$ cat config.mk
export PLATFORM = sky130hd
export DESIGN_NAME = pic_ctrl
export DESIGN_NICKNAME = d
export VERILOG_FILES = /design/src/rtl/pic_pkg.sv /design/src/rtl/pic_pick.sv /design/src/rtl/pic_stack.sv /design/src/rtl/pic_ctrl.sv
export SDC_FILE = /design/constraint.sdc
export NUM_CORES = 1
export LEC_CHECK = 0
export BUFFER_PORTS_ARGS = -buffer_cell sky130_fd_sc_hd__buf_2
export CAP_MARGIN = 20
export CORE_MARGIN = 3
export CORE_UTILIZATION = 30
export CTS_CLUSTER_SIZE = 12
export DETAILED_ROUTE_END_ITERATION = 7
export PLACE_DENSITY = 0.44
export SKIP_CTS_REPAIR_TIMING = 1
export SYNTH_ARGS = -nofsm -noshare
export SYNTH_HDL_FRONTEND = slang
export SYNTH_HIERARCHICAL = 1
export SYNTH_SLANG_ARGS = --single-unit
$ cat constraint.sdc
create_clock -name clk -period 24.2 [get_ports clk]
set_clock_uncertainty 0.05 [all_clocks]
set_input_delay 2.42 -clock clk [delete_from_list [all_inputs] [get_ports clk]]
set_output_delay 2.42 -clock clk [all_outputs]
set_load 0.05 [all_outputs]
$ cat src/rtl/pic_pkg.sv
package pic_pkg;
    localparam int PRIO_W  = 8;
    localparam int SPLIT_W = 3;
    typedef logic [PRIO_W-1:0]  prio_t;
    typedef logic [SPLIT_W-1:0] split_t;

    function automatic prio_t grp_of(prio_t p, split_t s);
        return p >> s;
    endfunction
endpackage

$ cat src/rtl/pic_pick.sv
module pic_pick
    import pic_pkg::*;
#(
    parameter int NS = 9,
    parameter int VW = 4
) (
    input  logic [NS-1:0]   pend_i,
    input  prio_t [NS-1:0]  prio_i,
    input  prio_t           thresh_i,
    output logic            found_o,
    output logic [VW-1:0]   win_o,
    output prio_t           prio_o
);
    always_comb begin
        found_o = 1'b0;
        win_o   = '0;
        prio_o  = '1;
        for (int i = 0; i < NS; i++) begin
            // strict compare keeps the lower index on a tie
            if (pend_i[i] && (thresh_i == '0 || prio_i[i] < thresh_i)
                && (!found_o || prio_i[i] < prio_o)) begin
                found_o = 1'b1;
                win_o   = VW'(i);
                prio_o  = prio_i[i];
            end
        end
    end
endmodule

$ cat src/rtl/pic_stack.sv
module pic_stack #(
    parameter int DEPTH = 9,
    parameter int DW    = 8
) (
    input  logic                       clk,
    input  logic                       rst_n,
    input  logic                       push_i,
    input  logic                       pop_i,
    input  logic [DW-1:0]              din_i,
    output logic [DW-1:0]              top_o,
    output logic [DW-1:0]              nxt_o,
    output logic [$clog2(DEPTH+1)-1:0] cnt_o
);
    localparam int CW = $clog2(DEPTH + 1);

    typedef struct packed {
        logic [DEPTH-1:0][DW-1:0] mem;
        logic [CW-1:0]            cnt;
    } stk_t;

    stk_t stk_d, stk_q;

    always_comb begin
        stk_d = stk_q;
        for (int i = 0; i < DEPTH; i++) begin
            // pop+push replaces the top entry; plain push writes above it
            if (push_i && ((pop_i && stk_q.cnt == CW'(i + 1)) ||
                           (!pop_i && stk_q.cnt == CW'(i))))
                stk_d.mem[i] = din_i;
        end
        if (push_i && !pop_i && stk_q.cnt < CW'(DEPTH))
            stk_d.cnt = stk_q.cnt + 1'b1;
        else if (pop_i && !push_i && stk_q.cnt != '0)
            stk_d.cnt = stk_q.cnt - 1'b1;

        top_o = '0;
        nxt_o = '0;
        for (int i = 0; i < DEPTH; i++) begin
            if (stk_q.cnt == CW'(i + 1)) top_o = stk_q.mem[i];
            if (stk_q.cnt == CW'(i + 2)) nxt_o = stk_q.mem[i];
        end
        cnt_o = stk_q.cnt;
    end

    always_ff @(posedge clk) begin
        if (!rst_n) stk_q <= '0;
        else        stk_q <= stk_d;
    end
endmodule

$ cat src/rtl/pic_ctrl.sv
module pic_ctrl
    import pic_pkg::*;
#(
    parameter int NSRC = 8
) (
    input  logic                       clk,
    input  logic                       rst_n,
    input  logic [NSRC-1:0]            irq_i,
    input  logic                       wr_en_i,
    input  logic [$clog2(NSRC+4)-1:0]  wr_addr_i,
    input  logic [7:0]                 wr_data_i,
    input  logic                       enter_ack_i,
    input  logic                       exit_i,
    output logic                       take_o,
    output logic                       preempt_o,
    output logic                       chain_o,
    output logic [$clog2(NSRC+1)-1:0]  vec_o
);
    localparam int NS     = NSRC + 1;
    localparam int VW     = $clog2(NS);
    localparam int AW     = $clog2(NSRC + 4);
    localparam int CW     = $clog2(NS + 1);
    localparam int A_SPL  = NSRC + 1;
    localparam int A_THR  = NSRC + 2;
    localparam int A_SOFT = NSRC + 3;

    typedef struct packed {
        prio_t [NS-1:0]  prio;
        split_t          split;
        prio_t           thresh;
        logic [NS-1:0]   pend;
        logic [NSRC-1:0] irq;
        logic            take;
        logic            preempt;
        logic            chain;
        logic [VW-1:0]   vec;
    } st_t;

    st_t st_d, st_q;

    logic            found;
    logic [VW-1:0]   win;
    prio_t           win_prio;
    prio_t           top_grp, nxt_grp, push_grp;
    logic [CW-1:0]   stk_cnt;
    logic            push, pop;

    pic_pick #(.NS(NS), .VW(VW)) u_pick (
        .pend_i(st_q.pend), .prio_i(st_q.prio), .thresh_i(st_q.thresh),
        .found_o(found), .win_o(win), .prio_o(win_prio)
    );

    pic_stack #(.DEPTH(NS), .DW(PRIO_W)) u_stk (
        .clk(clk), .rst_n(rst_n), .push_i(push), .pop_i(pop), .din_i(push_grp),
        .top_o(top_grp), .nxt_o(nxt_grp), .cnt_o(stk_cnt)
    );

    always_comb begin
        logic [NS-1:0] set_v, clr_v;
        logic          soft_set;
        logic          elig_now, elig_pop;
        prio_t         win_grp, ack_prio;

        st_d      = st_q;
        st_d.irq  = irq_i;
        st_d.take = 1'b0;
        st_d.preempt = 1'b0;
        st_d.chain   = 1'b0;
        soft_set  = 1'b0;
        clr_v     = '0;
        push      = 1'b0;
        pop       = 1'b0;

        if (wr_en_i) begin
            for (int i = 0; i < NS; i++)
                if (wr_addr_i == AW'(i)) st_d.prio[i] = wr_data_i;
            if (wr_addr_i == AW'(A_SPL))  st_d.split  = wr_data_i[SPLIT_W-1:0];
            if (wr_addr_i == AW'(A_THR))  st_d.thresh = wr_data_i;
            if (wr_addr_i == AW'(A_SOFT)) soft_set    = 1'b1;
        end
        set_v = {soft_set, irq_i & ~st_q.irq};

        win_grp  = grp_of(win_prio, st_q.split);
        ack_prio = '0;
        for (int i = 0; i < NS; i++)
            if (st_q.vec == VW'(i)) ack_prio = st_q.prio[i];
        elig_now = found && stk_cnt < CW'(NS) &&
                   (stk_cnt == '0 || win_grp < top_grp);
        elig_pop = found && (stk_cnt <= CW'(1) || win_grp < nxt_grp);
        push_grp = grp_of(ack_prio, st_q.split);

        if (exit_i && stk_cnt != '0) begin
            pop = 1'b1;
            if (elig_pop) begin
                push       = 1'b1;
                push_grp   = win_grp;
                st_d.chain = 1'b1;
                st_d.vec   = win;
                for (int i = 0; i < NS; i++)
                    if (win == VW'(i)) clr_v[i] = 1'b1;
            end
        end else if (enter_ack_i && st_q.take) begin
            push = 1'b1;
            for (int i = 0; i < NS; i++)
                if (st_q.vec == VW'(i)) clr_v[i] = 1'b1;
        end else if (elig_now) begin
            st_d.take    = 1'b1;
            st_d.vec     = win;
            st_d.preempt = (stk_cnt != '0);
        end

        st_d.pend = (st_q.pend & ~clr_v) | set_v;
    end

    always_ff @(posedge clk) begin
        if (!rst_n) begin
            st_q           <= '0;
            st_q.prio[NS-1] <= '1;
            st_q.split     <= split_t'(3);
        end else begin
            st_q <= st_d;
        end
    end

    assign take_o    = st_q.take;
    assign preempt_o = st_q.preempt;
    assign chain_o   = st_q.chain;
    assign vec_o     = st_q.vec;
endmodule

==> results of run 1 <==
## worst register-to-register path: cells and delay by family (launching register included)
kind            cells  cell delay, ns
compound gates     51           11.53
simple gates       21            4.20
fa+ha+maj          10            2.92
mux                 5            1.93
buf+inv             8            1.44
flops               1            0.32
## kinds of logic after synthesis
| group | count (synthesis) | share of synthesized area, % |
|---|---|---|
| AOI/OAI and AO/OA | 500 | 22.96 |
| xor gates and xnor gates | 4 | 0.2405 |
| adders and majority gates | 131 | 11.18 |
| buffers and inverters | 236 | 6.905 |
| DFF | 183 | 25.15 |
| muxes | 184 | 13.74 |
| and+or+nand+nor | 570 | 19.83 |
## flip-flops by register name, indices dropped and copies added (netlist names)
| name | count |
|---|---|
| preempt_o | 1 |
| vec_o | 4 |
| st_q | 100 |
| take_o | 1 |
| u_stk/stk_q | 72 |
| u_stk/cnt_o | 4 |
| chain_o | 1 |
## placed cells by master, fill, tap and decap left out, types with 6 or more instances in the layout
cell,instances
o211ai_1,19
o2bb2ai_1,8
buf_4,26
inv_1,105
nor3_1,16
a2bb2oi_1,7
and2_1,11
a31oi_1,12
o22ai_1,29
a32oi_1,9
mux2i_1,148
and4_1,6
nand3_1,42
a21oi_1,105
a22oi_1,6
o21a_1,6
mux2_2,25
buf_2,30
a21boi_0,36
nor2_1,143
clkbuf_16,17
dfxtp_1,182
o2111ai_1,6
nor2b_1,53
mux4_2,7
a21o_1,36
a211oi_1,15
nand2_1,157
and3_1,6
nand3b_1,13
nand4_1,7
o21ai_0,128
nand2b_1,55
or3_1,8
nand4b_1,7
ha_1,125
## stage by stage
step | instances | total power [W] | util (%) | worst slack [ns] | cell area (sq um)
6_report | 2382 | 0.001337 | 32.89 | 1.775 | 15740
5_1_grt | 2382 | 0.001420 | 32.89 | 0.09052 | 15740
4_1_cts | 2377 | 0.001337 | 32.79 | 1.273 | 15690
3_5_place_dp | 2345 | 0.001020 | 31.48 | 1.344 | 15060
3_3_place_gp | 2344 | 0.001020 | 31.47 | 1.922 | 15060
2_1_floorplan | 1808 | 0.0008302 | - | 4.256 | 14570
## area by class of cell
| class | count | area share [%] |
|---|---|---|
| tap | 615 | 4.889 |
| clock inverter | 13 | 1.153 |
| timing repair buffer | 56 | 2.194 |
| multi-input combinational | 1389 | 63.11 |
| sequential | 183 | 23.28 |
| inverter | 107 | 2.552 |
| clock buffer | 19 | 2.814 |
## where the power goes
| part | switching [W] | total (W) | internal (W) |
|---|---|---|---|
| sequential | 0.0000157 | 0.000332 | 0.000317 |
| combinational | 0.000466 | 0.000694 | 0.000228 |
| clock | 0.000142 | 0.000310 | 0.000168 |
| total | 0.000624 | 0.00134 | 0.000713 |
## worst max path at each step
stage | slack, ns | start | end
after global routing | 0.09 | st_q[30] | u_stk/stk_q[14]
after CTS | 1.27 | st_q[24] | u_stk/stk_q[41]
final | 1.78 | st_q[30] | u_stk/stk_q[25]
after floorplan | 4.26 | st_q[30] | u_stk/stk_q[12]
after detailed placement | 1.34 | st_q[24] | u_stk/stk_q[41]
after global placement | 1.92 | st_q[24] | u_stk/stk_q[39]
## metal layers
| layer | vias up | GRT usage [%] |
|---|---|---|
| met2 | 405 | 31.06 |
| li1 | 6377 | - |
| met1 | 6486 | 32.19 |
| met3 | 56 | 3.690 |
| met5 | - | 0 |
| met4 | 0 | 6.233 |
==> impl_results.md, run 1 <==
* Met3 wire length at 3.150 mm
* Number of DRC markers in iteration 0 at 1342
* Antenna violation net count after detailed routing at 0
* GR Overflow Total at 0
* Highest cell delay on the worst timing path at 0.70 ns
* Gate Count Post-Synth at 1808
* Arrival time worst endpoint at 22.79 ns
* Post-DP HPWL at 39.33 mm
* Slew at the pin closest to its max-slew limit at 1.124 ns
* Max-slew headroom at 24.73%
* Vertical extent of the die at 226.4 microns
* Cell repeated most along the worst path: a21o_1
* Critical path depth at 95
* Fraction of post-synthesis cell area in the top cell type by area at 25.15%
* Clock sink count at 183
* Hold path start: st_q[13]
* CP Launch Type: register
* Maximum number of pins on one net before global-route repair at 81
* Drt total wl at 54.86 mm
* Global placer's final weighted congestion at 0.9377
* Leakage power total at 6.065 nW
* Buffer cell driving the clock tree root: clkbuf_16
* Combined flip-flop and latch cell area at 3665 sq um
* Total Nets Final at 1906
* Area inside the core boundary at 47850 sq um
* Unrepaired setup endpoints after global routing: false
* Count of boundary I/O pins at 32
* Post-synthesis average cell area at 8.058 sq um
* Die area at 51240 sq um
* Most area-hungry cell type in the Yosys netlist: dfxtp_1
* Reg2Reg Capture Point: u_stk/stk_q[25]
* Netlist cell types at 100
* Result of the run: complete, no violations
* Path type of the worst min-delay path: reg -> reg
* Max layer used: met4
* Crit. End Element: register
* Die width at 226.4 microns
* Most instantiated flip-flop cell in the synthesis netlist: dfxtp_1
* Number of hold violations in the final report at 0
* Top cells by area, synth: dfxtp_1 (25%), ha_1 (11%), mux2i_1 (10%)
* Total Routing Usage GR at 21.42%
* Yosys warnings at 6
* Worst hold path cell count at 1
* Number of storage elements in the synthesis netlist at 183
* Hold endpoint: st_q[21]
* Maximum achievable frequency at 0.04459 GHz
* Proportion of synthesized flip-flops having asynchronous set or reset at 0%
* Power Dens Cells at 84.96 nW/um^2
* Max-capacitance violation count at 0
* Worst-case hold slack at 0.3395 ns
* Final Max Tran Viols at 0
* Source of the worst register-to-register timing path: st_q[30]
* Period minus WS final at 22.42 ns
* Post-route clock period utilization at 92.66%
* TritonCTS buffer count at 17
* Metal2 WL at 23.30 mm
* Total Negative Setup Slacks at 0 ns
* Wire length of the first global-routing pass at 82.01 mm
* Fill cell count at 5039
* Port buffer count at 31
* Setup slack of the worst register-to-register path at 1.78 ns
* Initial cell density of the core at 30.45%
* Number of vias per cell after detailed routing at 5.594
* TritonCTS clock tree: built
* Cell class contributing the biggest share of worst-path delay: compound AO/OA/AOI/OAI gates
* Vias in the first global route at 12390
* Cell with the most instances after synthesis: dfxtp_1
* Met1 wire length at 27.30 mm
* Wire per inst at 23.03 microns
* Detailed-routing iteration count for the pre-antenna-repair pass at 5
* Synthesis-to-layout area growth at 8.030%
* Maximum buffer depth of the clock tree at 2
* Peak fanout along the critical path at 24
* Ratio of cells with drive above 1 in the final layout at 9.621%
* Number of synthesized flops with an enable pin at 0
* Post-synthesis net count at 1960
* Count of final setup violators at 0
* Count of unresolved DRC violations after routing at 0
* Total via count in the routed design at 13320
* Highest ir drop seen on vdd at 0.06338 mV
* Data required time of the worst path at 24.57 ns
* Initial antenna violation count at 1
* Clk pin slew, worst setup/hold paths at 0.08 ns
* Sequential element share of the synthesized area at 25.15%
* Count of inserted antenna diode cells at 0
* Max H-tree Level at 4
* Commonest cells in the synthesized netlist: dfxtp_1 (183), nand2_1 (157), mux2i_1 (148)
* Clock Latency Late Sink at 0.50 ns
* Number of cells on the worst reg-to-reg path at 95
* Cell with the biggest individual delay on the critical path: or3b_1
* Crit path buffers/inverters at 8
* Setup CP Type: reg -> reg
* Number of cell rows at 80
* Multi-input logic area at 9933 sq um
* Area of the mapped netlist at 14570 sq um
Power figures use the tool's default switching activity.
==> run 2, diff against run 1 <==
--- a/config.mk
+++ b/config.mk
@@ -7,6 +7,7 @@
 export LEC_CHECK = 0
 export BUFFER_PORTS_ARGS = -buffer_cell sky130_fd_sc_hd__buf_2
 export CAP_MARGIN = 20
+export CORE_ASPECT_RATIO = 0.8
 export CORE_MARGIN = 3
 export CORE_UTILIZATION = 30
 export CTS_CLUSTER_SIZE = 12
==> constraint.sdc (replaced) <==
create_clock -name clk -period 24.2 [get_ports clk]
set_clock_uncertainty 0.05 [all_clocks]
set_input_delay 3.63 -clock clk [delete_from_list [all_inputs] [get_ports clk]]
set_output_delay 3.63 -clock clk [all_outputs]
set_load 0.05 [all_outputs]
==> run 2 against run 1 <==
  * Largest power group unchanged
  * Via count grew 0.18%
  * Non-clock buffer count grew 8
  * Utilization grew 0.32 points
  * Flip-flop and latch count is the same
  * First-iteration DRC count shrank 0.37%
  * Register-to-register slack lost 0.04 ns
  * Cell count grew 0.55%
  * Design area grew 0.31%
  * Power shrank 0.84%
  * Sequential power is essentially flat
  * Maximum frequency shrank 0.18%
  * Global-route usage shrank 0.69 points
==> impl_results.md, run 2 (same netlist as run 1, synthesis figures left out) <==
* Number of hold violations in the final report at 0 (unchanged)
* Wire length of the first global-routing pass at 80.34 mm (was 82.01 mm)
* Highest cell delay on the worst timing path at 0.72 ns (was 0.70 ns)
* Post-route clock period utilization at 92.83% (was 92.66%)
* Peak-usage layer in the global routing report: met1 (unchanged)
* Initial antenna violation count at 0 (was 1)
* Max H-tree Level at 4 (unchanged)
* Number of cell rows at 71 (was 80)
* Proportion of power drawn by the clock network at 21.6% (was 23.2%)
* Met2 demand-to-capacity share in global routing at 26.17% (was 31.06%)
* Total Nets Final at 1914 (was 1906)
* Leakage power total at 6.103 nW (was 6.065 nW)
* Clock Latency Late Sink at 0.46 ns (was 0.50 ns)
* Die width at 252.4 microns (was 226.4 microns)
* Total Negative Setup Slacks at 0 ns (unchanged)
* TritonCTS clock tree: built (unchanged)
* Antenna violation net count after detailed routing at 0 (unchanged)
* GR Overflow Total at 0 (unchanged)
* Setup CP Type: reg -> reg (unchanged)
* Final standard cell utilization of the core at 33.22% (was 32.89%)
* Initial cell density of the core at 30.65% (was 30.45%)
* Path type of the worst min-delay path: reg -> reg (unchanged)
* Slew at the pin closest to its max-slew limit at 0.9581 ns (was 1.124 ns)
* Period minus WS final at 22.47 ns (was 22.42 ns)
* Fraction of power spent switching nets at 46.74% (was 46.67%)
* Power Dens Cells at 83.99 nW/um^2 (was 84.96 nW/um^2)
* CP Launch Type: register (unchanged)
* Number of flip-flops under the largest register name at 100 (unchanged)
* Worst-case hold slack at 0.3554 ns (was 0.3395 ns)
* Part of the power in combinational logic at 53.3% (was 51.9%)
* Max-capacitance violation count at 0 (unchanged)
* Post-DP HPWL at 40.40 mm (was 39.33 mm)
* Highest ir drop seen on vdd at 0.06005 mV (was 0.06338 mV)
* Clock sink count at 183 (unchanged)
* Crit. End Element: register (unchanged)
* Count of unresolved DRC violations after routing at 0 (unchanged)
* Count of inserted antenna diode cells at 0 (unchanged)
* TritonCTS buffer count at 17 (unchanged)
* Arrival time worst endpoint at 22.80 ns (was 22.79 ns)
* Final Max Tran Viols at 0 (unchanged)
* Maximum buffer depth of the clock tree at 2 (unchanged)
* Ratio of cells with drive above 1 in the final layout at 9.972% (was 9.621%)
* Cell repeated most along the worst path: a21o_1 (unchanged)
* Buffer cell driving the clock tree root: clkbuf_16 (unchanged)
* Detailed-routing iteration count for the pre-antenna-repair pass at 5 (unchanged)
* Maximum achievable frequency at 0.04451 GHz (was 0.04459 GHz)
* Peak fanout along the critical path at 24 (unchanged)
* Leading cell type in the layout, fill and taps excluded: dfxtp_1 (unchanged)
* Net switching power of the design at 0.0006197 W (was 0.0006240 W)
* Result of the run: complete, no violations (unchanged)
* Share of total power in sequential cells at 25.1% (was 24.9%)
* Maximum number of pins on one net before global-route repair at 115 (was 81)
* Number of vias per cell after detailed routing at 5.573 (was 5.594)
* Vertical extent of the die at 203.1 microns (was 226.4 microns)
* Max-slew headroom at 35.45% (was 24.73%)
* Port buffer count at 31 (unchanged)
* Highest-count cells in the layout ignoring fill and taps: dfxtp_1 (182), nand2_1 (157), mux2i_1 (148), nor2_1 (145), o21ai_0 (128) (was dfxtp_1 (182), nand2_1 (157), mux2i_1 (148), nor2_1 (143), o21ai_0 (128))
* Synthesis-to-layout area growth at 8.365% (was 8.030%)
* Die area at 51260 sq um (was 51240 sq um)
* Area inside the core boundary at 47530 sq um (was 47850 sq um)
* Unrepaired setup endpoints after global routing: false (unchanged)
* Clk pin slew, worst setup/hold paths at 0.07 ns (was 0.08 ns)
* Total via count in the routed design at 13350 (was 13320)
* Total Routing Usage GR at 20.73% (was 21.42%)
* Vias in the first global route at 12210 (was 12390)
* Number of DRC markers in iteration 0 at 1337 (was 1342)
* Global placer's final weighted congestion at 0.9032 (was 0.9377)
* Wire per inst at 22.32 microns (was 23.03 microns)
* Data required time of the worst path at 24.53 ns (was 24.57 ns)
* Pint at 0.0007063 W (was 0.0007132 W)
* GR Layer Usage met3 at 4.073% (was 3.690%)
* Largest register by flop count: st_q (unchanged)
* Global-route track usage on met1 at 34.71% (was 32.19%)
* Count of final setup violators at 0 (unchanged)
* Cell with the biggest individual delay on the critical path: or3b_1 (unchanged)
* Count of boundary I/O pins at 32 (unchanged)
* Drt total wl at 53.46 mm (was 54.86 mm)
* Largest registers ranked by flip-flop count: st_q x100, u_stk/stk_q x72 (unchanged)
run 2: cell type report:
| cell class | count | area (sq um) |
|---|---|---|
| flip-flops and latches | 183 | 3665 |
| well taps | 620 | 775.7 |
| fillers | 4941 | 31740 |
| clock buffers | 19 | 442.9 |
| multi-input cells | 1389 | 9933 |
| repair buffers | 64 | 425.4 |
| clock inverters | 13 | 143.9 |
| inverters | 107 | 401.6 |
run 2: stage by stage:
step	total power, W	cells	setup WS (ns)	instance area [sq um]
3_3_place_gp	0.001023	2360	1.477	15130
3_5_place_dp	0.001023	2360	1.056	15130
6_report	0.001326	2395	1.734	15790
5_1_grt	0.001403	2395	0.09247	15790
2_1_floorplan	0.0008302	1808	4.256	14570
4_1_cts	0.001316	2392	0.9442	15720
run 2: critical path: cells and delay by family, from the launching register on:
| kind | cells | cell delay, ns |
|---|---|---|
| buffers and inverters | 7 | 0.91 |
| AO/OA/AOI/OAI | 51 | 11.95 |
| adder cells (fa/ha/maj) | 10 | 2.80 |
| flip-flops | 1 | 0.32 |
| AND/OR/NAND/NOR | 21 | 4.39 |
| multiplexers | 5 | 1.89 |
run 2: routing by layer:
metal / vias up / routed length [microns]
met2: 379 / 19670
met3: 32 / 3551
met5: - / 0
met4: 0 / 580
met1: 6525 / 29650
li1: 6412 / -
run 2: power groups by stage:
stage / clock (W) / combinational [W] / sequential, W
floorplan: 0 / 0.000491 / 0.000339
detailed placement: 0 / 0.000683 / 0.000340
global route: 0.000306 / 0.000763 / 0.000335
CTS: 0.000296 / 0.000687 / 0.000333
finish: 0.000287 / 0.000706 / 0.000333
global placement: 0 / 0.000683 / 0.000340
run 2: path summary, 6_finish.rpt:
| kind | startpoint | end | slack (ns) | depth (start not counted) |
|---|---|---|---|---|
| setup reg to reg | st_q[30] | u_stk/stk_q[26] | 1.73 | 94 |
| hold / removal | st_q[7] | st_q[15] | 0.36 | 1 |
| hold reg to reg | st_q[7] | st_q[15] | 0.36 | 1 |
| setup / recovery | st_q[30] | u_stk/stk_q[26] | 1.73 | 94 |
